`src/rtl/dma_desc_pkg.sv`:
```
`timescale 1ns/1ps
package dma_desc_pkg;
  localparam int BYTES_W = 8;
  localparam int CODE_W  = 3;

  // attribute word bit positions (software-visible layout)
  localparam int A_IRQ  = 0;
  localparam int A_WRAP = 1;
  localparam int A_KEEP = 2;
  localparam int A_HOLD = 3;
  localparam int A_READ = 4;
  localparam int A_CODE = 5;
  localparam int A_NEXT = 8;

  typedef enum logic [1:0] {
    SEL_ADDR = 2'd0,
    SEL_SIZE = 2'd1,
    SEL_BASE = 2'd2,
    SEL_ATTR = 2'd3
  } cfg_sel_e;

  function automatic logic [BYTES_W-1:0] code_bytes(input logic [CODE_W-1:0] c);
    return BYTES_W'(1) << c;
  endfunction
endpackage

```
`src/rtl/dma_desc_store.sv`:
```
`timescale 1ns/1ps
module dma_desc_store #(
  parameter int NUM_DESC = 8,
  parameter int IDX_W    = 3,
  parameter int ADDR_W   = 32,
  parameter int SIZE_W   = 16,
  parameter int ATTR_W   = 11
) (
  input  logic              clk,
  input  logic [IDX_W-1:0]  w_idx,
  input  logic              we_addr,
  input  logic              we_start,
  input  logic              we_size,
  input  logic              we_base,
  input  logic              we_attr,
  input  logic [ADDR_W-1:0] w_addr,
  input  logic [SIZE_W-1:0] w_size,
  input  logic [ATTR_W-1:0] w_attr,
  input  logic [IDX_W-1:0]  r_idx,
  output logic [ADDR_W-1:0] r_addr,
  output logic [ADDR_W-1:0] r_start,
  output logic [SIZE_W-1:0] r_size,
  output logic [SIZE_W-1:0] r_base,
  output logic [ATTR_W-1:0] r_attr
);
  // one small table per field; no reset so each maps to distributed RAM
  logic [ADDR_W-1:0] addr_mem  [NUM_DESC];
  logic [ADDR_W-1:0] start_mem [NUM_DESC];
  logic [SIZE_W-1:0] size_mem  [NUM_DESC];
  logic [SIZE_W-1:0] base_mem  [NUM_DESC];
  logic [ATTR_W-1:0] attr_mem  [NUM_DESC];

  always_ff @(posedge clk) begin
    if (we_addr)  addr_mem[w_idx]  <= w_addr;
    if (we_start) start_mem[w_idx] <= w_addr;
    if (we_size)  size_mem[w_idx]  <= w_size;
    if (we_base)  base_mem[w_idx]  <= w_size;
    if (we_attr)  attr_mem[w_idx]  <= w_attr;
  end

  assign r_addr  = addr_mem[r_idx];
  assign r_start = start_mem[r_idx];
  assign r_size  = size_mem[r_idx];
  assign r_base  = base_mem[r_idx];
  assign r_attr  = attr_mem[r_idx];
endmodule

```
`src/rtl/dma_desc_step.sv`:
```
`timescale 1ns/1ps
module dma_desc_step
  import dma_desc_pkg::*;
#(
  parameter int ADDR_W = 32,
  parameter int SIZE_W = 16
) (
  input  logic [ADDR_W-1:0]  cur_addr,
  input  logic [ADDR_W-1:0]  start_addr,
  input  logic [SIZE_W-1:0]  cur_size,
  input  logic [SIZE_W-1:0]  base_size,
  input  logic               hold,
  input  logic               wrap,
  input  logic [CODE_W-1:0]  code,
  output logic [ADDR_W-1:0]  nxt_addr,
  output logic [SIZE_W-1:0]  nxt_size,
  output logic               done,
  output logic [BYTES_W-1:0] bytes
);
  logic [ADDR_W-1:0] step_a, adv;
  logic [SIZE_W-1:0] step_s, left;

  always_comb begin
    bytes  = code_bytes(code);
    step_a = ADDR_W'(bytes);
    step_s = SIZE_W'(bytes);
    adv    = hold ? cur_addr : cur_addr + step_a;
    left   = (cur_size > step_s) ? cur_size - step_s : '0;
    done   = (left == '0);
    nxt_addr = (done && wrap) ? start_addr : adv;
    nxt_size = (done && wrap) ? base_size  : left;
  end
endmodule

```
`src/rtl/dma_desc_seq.sv`:
```
`timescale 1ns/1ps
module dma_desc_seq
  import dma_desc_pkg::*;
#(
  parameter  int NUM_DESC = 8,
  parameter  int ADDR_W   = 32,
  parameter  int SIZE_W   = 16,
  localparam int IDX_W    = $clog2(NUM_DESC),
  localparam int ATTR_W   = A_NEXT + IDX_W
) (
  input  logic               clk,
  input  logic               rst,
  input  logic               cfg_we,
  input  logic [IDX_W-1:0]   cfg_idx,
  input  logic [1:0]         cfg_sel,
  input  logic [ADDR_W-1:0]  cfg_data,
  input  logic               ch_start,
  output logic               ch_enabled,
  input  logic               req_valid,
  output logic               srv_valid,
  output logic [ADDR_W-1:0]  srv_addr,
  output logic [BYTES_W-1:0] srv_bytes,
  output logic               srv_read,
  output logic [IDX_W-1:0]   srv_idx,
  output logic               irq_pulse,
  output logic [IDX_W-1:0]   irq_idx
);
  logic [IDX_W-1:0]   cur_idx_q;
  logic               svc, cfg_ok;
  cfg_sel_e           sel;

  logic [IDX_W-1:0]   w_idx;
  logic               we_addr, we_start, we_size, we_base, we_attr;
  logic [ADDR_W-1:0]  w_addr;
  logic [SIZE_W-1:0]  w_size;
  logic [ATTR_W-1:0]  w_attr;

  logic [ADDR_W-1:0]  r_addr, r_start, nxt_addr;
  logic [SIZE_W-1:0]  r_size, r_base, nxt_size;
  logic [ATTR_W-1:0]  r_attr;
  logic               done;
  logic [BYTES_W-1:0] bytes;

  assign svc    = ch_enabled && req_valid;
  assign cfg_ok = cfg_we && !ch_enabled;
  assign sel    = cfg_sel_e'(cfg_sel);

  // service updates and software writes never coincide (enabled vs idle)
  always_comb begin
    w_idx    = svc ? cur_idx_q : cfg_idx;
    we_addr  = svc || (cfg_ok && sel == SEL_ADDR);
    we_start = cfg_ok && sel == SEL_ADDR;
    we_size  = svc || (cfg_ok && sel == SEL_SIZE);
    we_base  = cfg_ok && sel == SEL_BASE;
    we_attr  = cfg_ok && sel == SEL_ATTR;
    w_addr   = svc ? nxt_addr : cfg_data;
    w_size   = svc ? nxt_size : cfg_data[SIZE_W-1:0];
    w_attr   = cfg_data[ATTR_W-1:0];
  end

  dma_desc_store #(
    .NUM_DESC(NUM_DESC), .IDX_W(IDX_W), .ADDR_W(ADDR_W),
    .SIZE_W(SIZE_W), .ATTR_W(ATTR_W)
  ) u_store (
    .clk(clk), .w_idx(w_idx),
    .we_addr(we_addr), .we_start(we_start), .we_size(we_size),
    .we_base(we_base), .we_attr(we_attr),
    .w_addr(w_addr), .w_size(w_size), .w_attr(w_attr),
    .r_idx(cur_idx_q),
    .r_addr(r_addr), .r_start(r_start), .r_size(r_size),
    .r_base(r_base), .r_attr(r_attr)
  );

  dma_desc_step #(.ADDR_W(ADDR_W), .SIZE_W(SIZE_W)) u_step (
    .cur_addr(r_addr), .start_addr(r_start),
    .cur_size(r_size), .base_size(r_base),
    .hold(r_attr[A_HOLD]), .wrap(r_attr[A_WRAP]),
    .code(r_attr[A_CODE +: CODE_W]),
    .nxt_addr(nxt_addr), .nxt_size(nxt_size),
    .done(done), .bytes(bytes)
  );

  always_ff @(posedge clk) begin
    if (rst) begin
      ch_enabled <= 1'b0;
      cur_idx_q  <= '0;
      srv_valid  <= 1'b0;
      srv_addr   <= '0;
      srv_bytes  <= '0;
      srv_read   <= 1'b0;
      srv_idx    <= '0;
      irq_pulse  <= 1'b0;
      irq_idx    <= '0;
    end else begin
      srv_valid <= 1'b0;
      irq_pulse <= 1'b0;
      if (svc) begin
        srv_valid <= 1'b1;
        srv_addr  <= r_addr;
        srv_bytes <= bytes;
        srv_read  <= r_attr[A_READ];
        srv_idx   <= cur_idx_q;
        if (done) begin
          irq_pulse <= r_attr[A_IRQ];
          irq_idx   <= cur_idx_q;
          cur_idx_q <= r_attr[A_NEXT +: IDX_W];
          if (!r_attr[A_KEEP]) ch_enabled <= 1'b0;
        end
      end else if (!ch_enabled && ch_start) begin
        ch_enabled <= 1'b1;
        cur_idx_q  <= '0;
      end
    end
  end
endmodule

```
`config.mk`:
```
export PLATFORM = sky130hd
export DESIGN_NAME = dma_desc_seq
export DESIGN_NICKNAME = d
export VERILOG_FILES = /design/src/rtl/dma_desc_pkg.sv /design/src/rtl/dma_desc_store.sv /design/src/rtl/dma_desc_step.sv /design/src/rtl/dma_desc_seq.sv
export SDC_FILE = /design/constraint.sdc
export NUM_CORES = 1
export LEC_CHECK = 0
export CAP_MARGIN = 30
export CORE_MARGIN = 2
export CORE_UTILIZATION = 50
export DETAILED_ROUTE_END_ITERATION = 6
export GPL_ROUTABILITY_DRIVEN = 0
export PLACE_DENSITY = 0.67
export SLEW_MARGIN = 10
export SYNTH_ARGS = -nofsm -noshare
export SYNTH_HDL_FRONTEND = slang
export SYNTH_SLANG_ARGS = --single-unit
```
`constraint.sdc`:
```
create_clock -name clk -period 10.5 [get_ports clk]
set_input_delay 2.1 -clock clk [delete_from_list [all_inputs] [get_ports clk]]
set_output_delay 2.1 -clock clk [all_outputs]
set_load 0.05 [all_outputs]
```
==> reports/qor.csv <==
stage,metric,value,unit
cts,total CTS buffers,92,
placement,PortBufs,91,
yosys,asr flop ratio synth,0,%
die,Die H,275.5,µm
sta,Setup TNS,0,ns
finish,layout cells sized above 1,23.49,%
yosys,Post-synth EDFFs,856,
yosys,sequential fraction of the synthesis area,72.80,%
grt,gr usage total,23.52,%
sta,Final Setup Violations,0,
setup_path,worst-path fanout max,82,
finish,Area Overhead vs Synth,14.87,%
setup_path,largest stage delay on the critical path,0.86,ns
cts,H-Tree Level Count,3,
sta,Worst-Margin Slew,1.066,ns
yosys,Synth Area in Compound Gates,3.609,%
detailed_routing,max layer used,met4,
die,# IOs,92,
detailed_routing,DR pass1 iterations,6,
cts,clock root cell,clkbuf_16,
grt,grt ovf,0,
sta,fin crit period,7.550,ns
worst_hold_path,worst hold path class,reg2reg,
sta,worst-case clock skew,0.02242,ns
yosys,yosys warns,0,
sta,fmax,132.4,MHz
detailed_routing,length of routed wiring on met1,37.35,mm
detailed_routing,DRT iter0 DRCs,2237,
finish,Fillers,5360,
yosys,mux share of post-synthesis cell area,16.67,%
cts,Post-CTS Hold Fix Bufs,0,
finish,Final Cell Area,42330,µm²
setup_path,Crit Path Class,reg2reg,
setup_path,Crit-path slowest cell,a21oi_1,
cts,worst-skew pair later-pin latency,0.64,ns
setup_path,type of origin of the critical path,flip-flop,
cts,clk slew on worst S/H paths,0.06,ns
yosys,Synth Area in XOR/XNOR,0.6893,%
placement,placed cell area,39050,µm²
placement,DPL Wire Length,49.54,mm
yosys,Synth Cell Area,36850,µm²
detailed_routing,wire length on met3,6.593,mm
sta,fin crit share,71.91,%
setup_path,crit path capture type,flip-flop,
sta,final hold viol count,0,
die,die area,75890,µm²
cts,Clock Path Buffers,3,
yosys,top_reg_cell synth,edfxtp_1,
yosys,Netlist cell types,67,
die,core footprint,72960,µm²
grt,first-pass GRT wire length,129.0,mm
cts,Post-CTS Repair Setup Buffers,0,
detailed_routing,ANT nets after route,0,
power,peak supply drop,0.0001470,V
yosys,Avg Inst Size Synth,18.95,µm²
finish,Nets,2168,
setup_path,CP Data Required Time,10.77,ns
cts,post-cts repair resize count,0,
grt,initial antenna violation count,0,
die,initial core utilization,50.51,%
flow_run,max-cap violation count,0,
outcome,status,finished clean,
sta,relative slew slack,28.96,%
power,LEAKAGE,13.02,nW
sta,unrepaired setup endpoints after global routing,no,
sta,max-slew violations,0,
grt,vias in the first global route,19440,
setup_path,CP arrival,7.82,ns
yosys,Mapped Cells,1945,
cts,CTS tree,yes,
setup_path,Buffers & Inverters on Critical Path,3,
detailed_routing,met2 WL post-DR,42.54,mm
detailed_routing,DR DRC count,0,
finish,ant diodes,0,
detailed_routing,wire per inst,28.24,µm
yosys,simple-gate share of the synthesized area,3.976,%
cts,clk sinks,912,
detailed_routing,via count,19360,
yosys,Yosys reg bits,912,
power,pwr/cell area,181.4,nW/µm²
yosys,syn nets,2005,
finish,final core occ,58.01,%
die,row count,99,
detailed_routing,vias per cell,6.161,
grt,largest net degree at the start of global routing,117,
power,"Power, Total",7.679,mW
setup_path,crit path cell chain,"buf_4, buf_12, mux4_2, mux2_2, ha_1, nor2b_1, o211ai_1, a21oi_1, o41ai_1, xnor2_1, nor4_4, o211a_2, buf_4, a21oi_1, a21oi_1",
setup_path,crit-path most repeated cell,a21oi_1,
detailed_routing,drt total wl,88.77,mm
die,Die Wd,275.5,µm
setup_path,crit-path leading delay family,compound AO/OA/AOI/OAI gates,
yosys,adder-cell area share of the yosys netlist,0.6519,%
yosys,main combinational cell family by area after synthesis,multiplexers,
==> power by group <==
part / total, mW / internal (mW) / switching, mW
sequential: 4.07 / 4.05 / 0.0154
clock: 3.32 / 1.99 / 1.33
combinational: 0.290 / 0.0777 / 0.212
total: 7.68 / 6.12 / 1.56
==> cell usage after synthesis (31+ instances only) <==
| cell | count | share of area (%) |
|---|---|---|
| a211oi_1 | 32 | 0.65 |
| a21oi_1 | 59 | 0.80 |
| buf_2 | 40 | 0.54 |
| clkbuf_1 | 31 | 0.32 |
| dfxtp_1 | 56 | 3.0 |
| edfxtp_1 | 856 | 70 |
| mux2_2 | 47 | 1.4 |
| mux2i_1 | 85 | 2.3 |
| mux4_2 | 208 | 13 |
| nand2_1 | 75 | 0.76 |
| nor2_1 | 143 | 1.5 |
==> cells by family after synthesis <==
family	after synthesis
muxes	346
and+or+nand+nor	322
xor gates and xnor gates	29
adders and majority gates	18
DFF	912
AOI/OAI and AO/OA	202
buffers and inverters	116
==> worst register-to-register path: stages, from the launching register on <==
cell	delay (ns)
dfxtp_4	0.73
buf_4	0.60
buf_12	0.61
mux4_2	0.66
mux2_2	0.30
ha_1	0.29
nor2b_1	0.15
o211ai_1	0.27
a21oi_1	0.17
o41ai_1	0.42
xnor2_1	0.24
nor4_4	0.45
o211a_2	0.82
buf_4	0.47
a21oi_1	0.14
a21oi_1	0.86
==> state kept, by name (all words and copies together), names as in the netlist, named ones only <==
name               cells
u_store.addr_mem     256
u_store.start_mem    256
u_store.base_mem     128
u_store.size_mem     128
u_store.attr_mem      88
srv_addr              32
srv_bytes              8
cur_idx_q              3
irq_idx                3
srv_idx                3
ch_enabled             1
irq_pulse              1
srv_read               1
srv_valid              1
==> path summary, 6_finish.rpt <==
path,from,endpoint,slack (ns),cells after the start
worst min register to register,srv_idx[2],srv_idx[2],0.46,2
worst min-delay path,srv_idx[2],srv_idx[2],0.46,2
worst max register to register,flip-flop,u_store.addr_mem[3][22],2.95,15
worst max-delay path,flip-flop,u_store.addr_mem[3][22],2.95,15
==> through the flow <==
stage / hold WS [ns] / cells / setup WS (ns)
3_5_place_dp: 0.4530 / 2955 / 3.046
5_1_grt: 0.4811 / 3143 / 2.511
4_1_cts: 0.4616 / 3125 / 2.974
2_1_floorplan: 0.4746 / 1945 / 4.571
6_report: 0.4617 / 3143 / 2.950
3_3_place_gp: 0.4458 / 2955 / 3.319
==> cell usage in the layout (no fill, tap or decap), types with 14 or more instances in the layout <==
cell type | synthesis | layout
dfxtp_1 | 56 | 53
buf_4 | 18 | 68
clkbuf_1 | 31 | 15
o21ai_0 | 23 | 23
ha_1 | 16 | 16
clkdlybuf4s50_1 | 0 | 90
edfxtp_1 | 856 | 856
inv_1 | 18 | 18
nand3_1 | 23 | 23
o21ai_1 | 23 | 23
nand2_1 | 75 | 74
clkinv_1 | 0 | 14
nor2_1 | 143 | 127
xnor2_1 | 18 | 18
clkinv_2 | 0 | 24
mux4_2 | 208 | 208
clkbuf_16 | 0 | 97
mux2i_1 | 85 | 85
nor2_4 | 0 | 16
a211oi_1 | 32 | 32
mux2_2 | 47 | 47
nor3_1 | 20 | 20
a21oi_1 | 59 | 58
==> final cells by class <==
class,instances,area [µm²],area share (%)
inverter,18,67.56,0.1596
sequential,912,26840,63.40
multi-input combinational,917,9583,22.64
clock buffer,118,2566,6.063
clock inverter,52,526.8,1.244
timing repair buffer,167,1546,3.654
tap,959,1200,2.835
==> layer usage <==
| layer | vias to the layer above | global-route usage (%) |
|---|---|---|
| li1 | 8232 | - |
| met1 | 10170 | 33.29 |
| met2 | 801 | 37.61 |
| met3 | 159 | 4.576 |
| met4 | 0 | 6.671 |
| met5 | - | 0 |
Note: power is estimated with default switching activity, not from simulation.
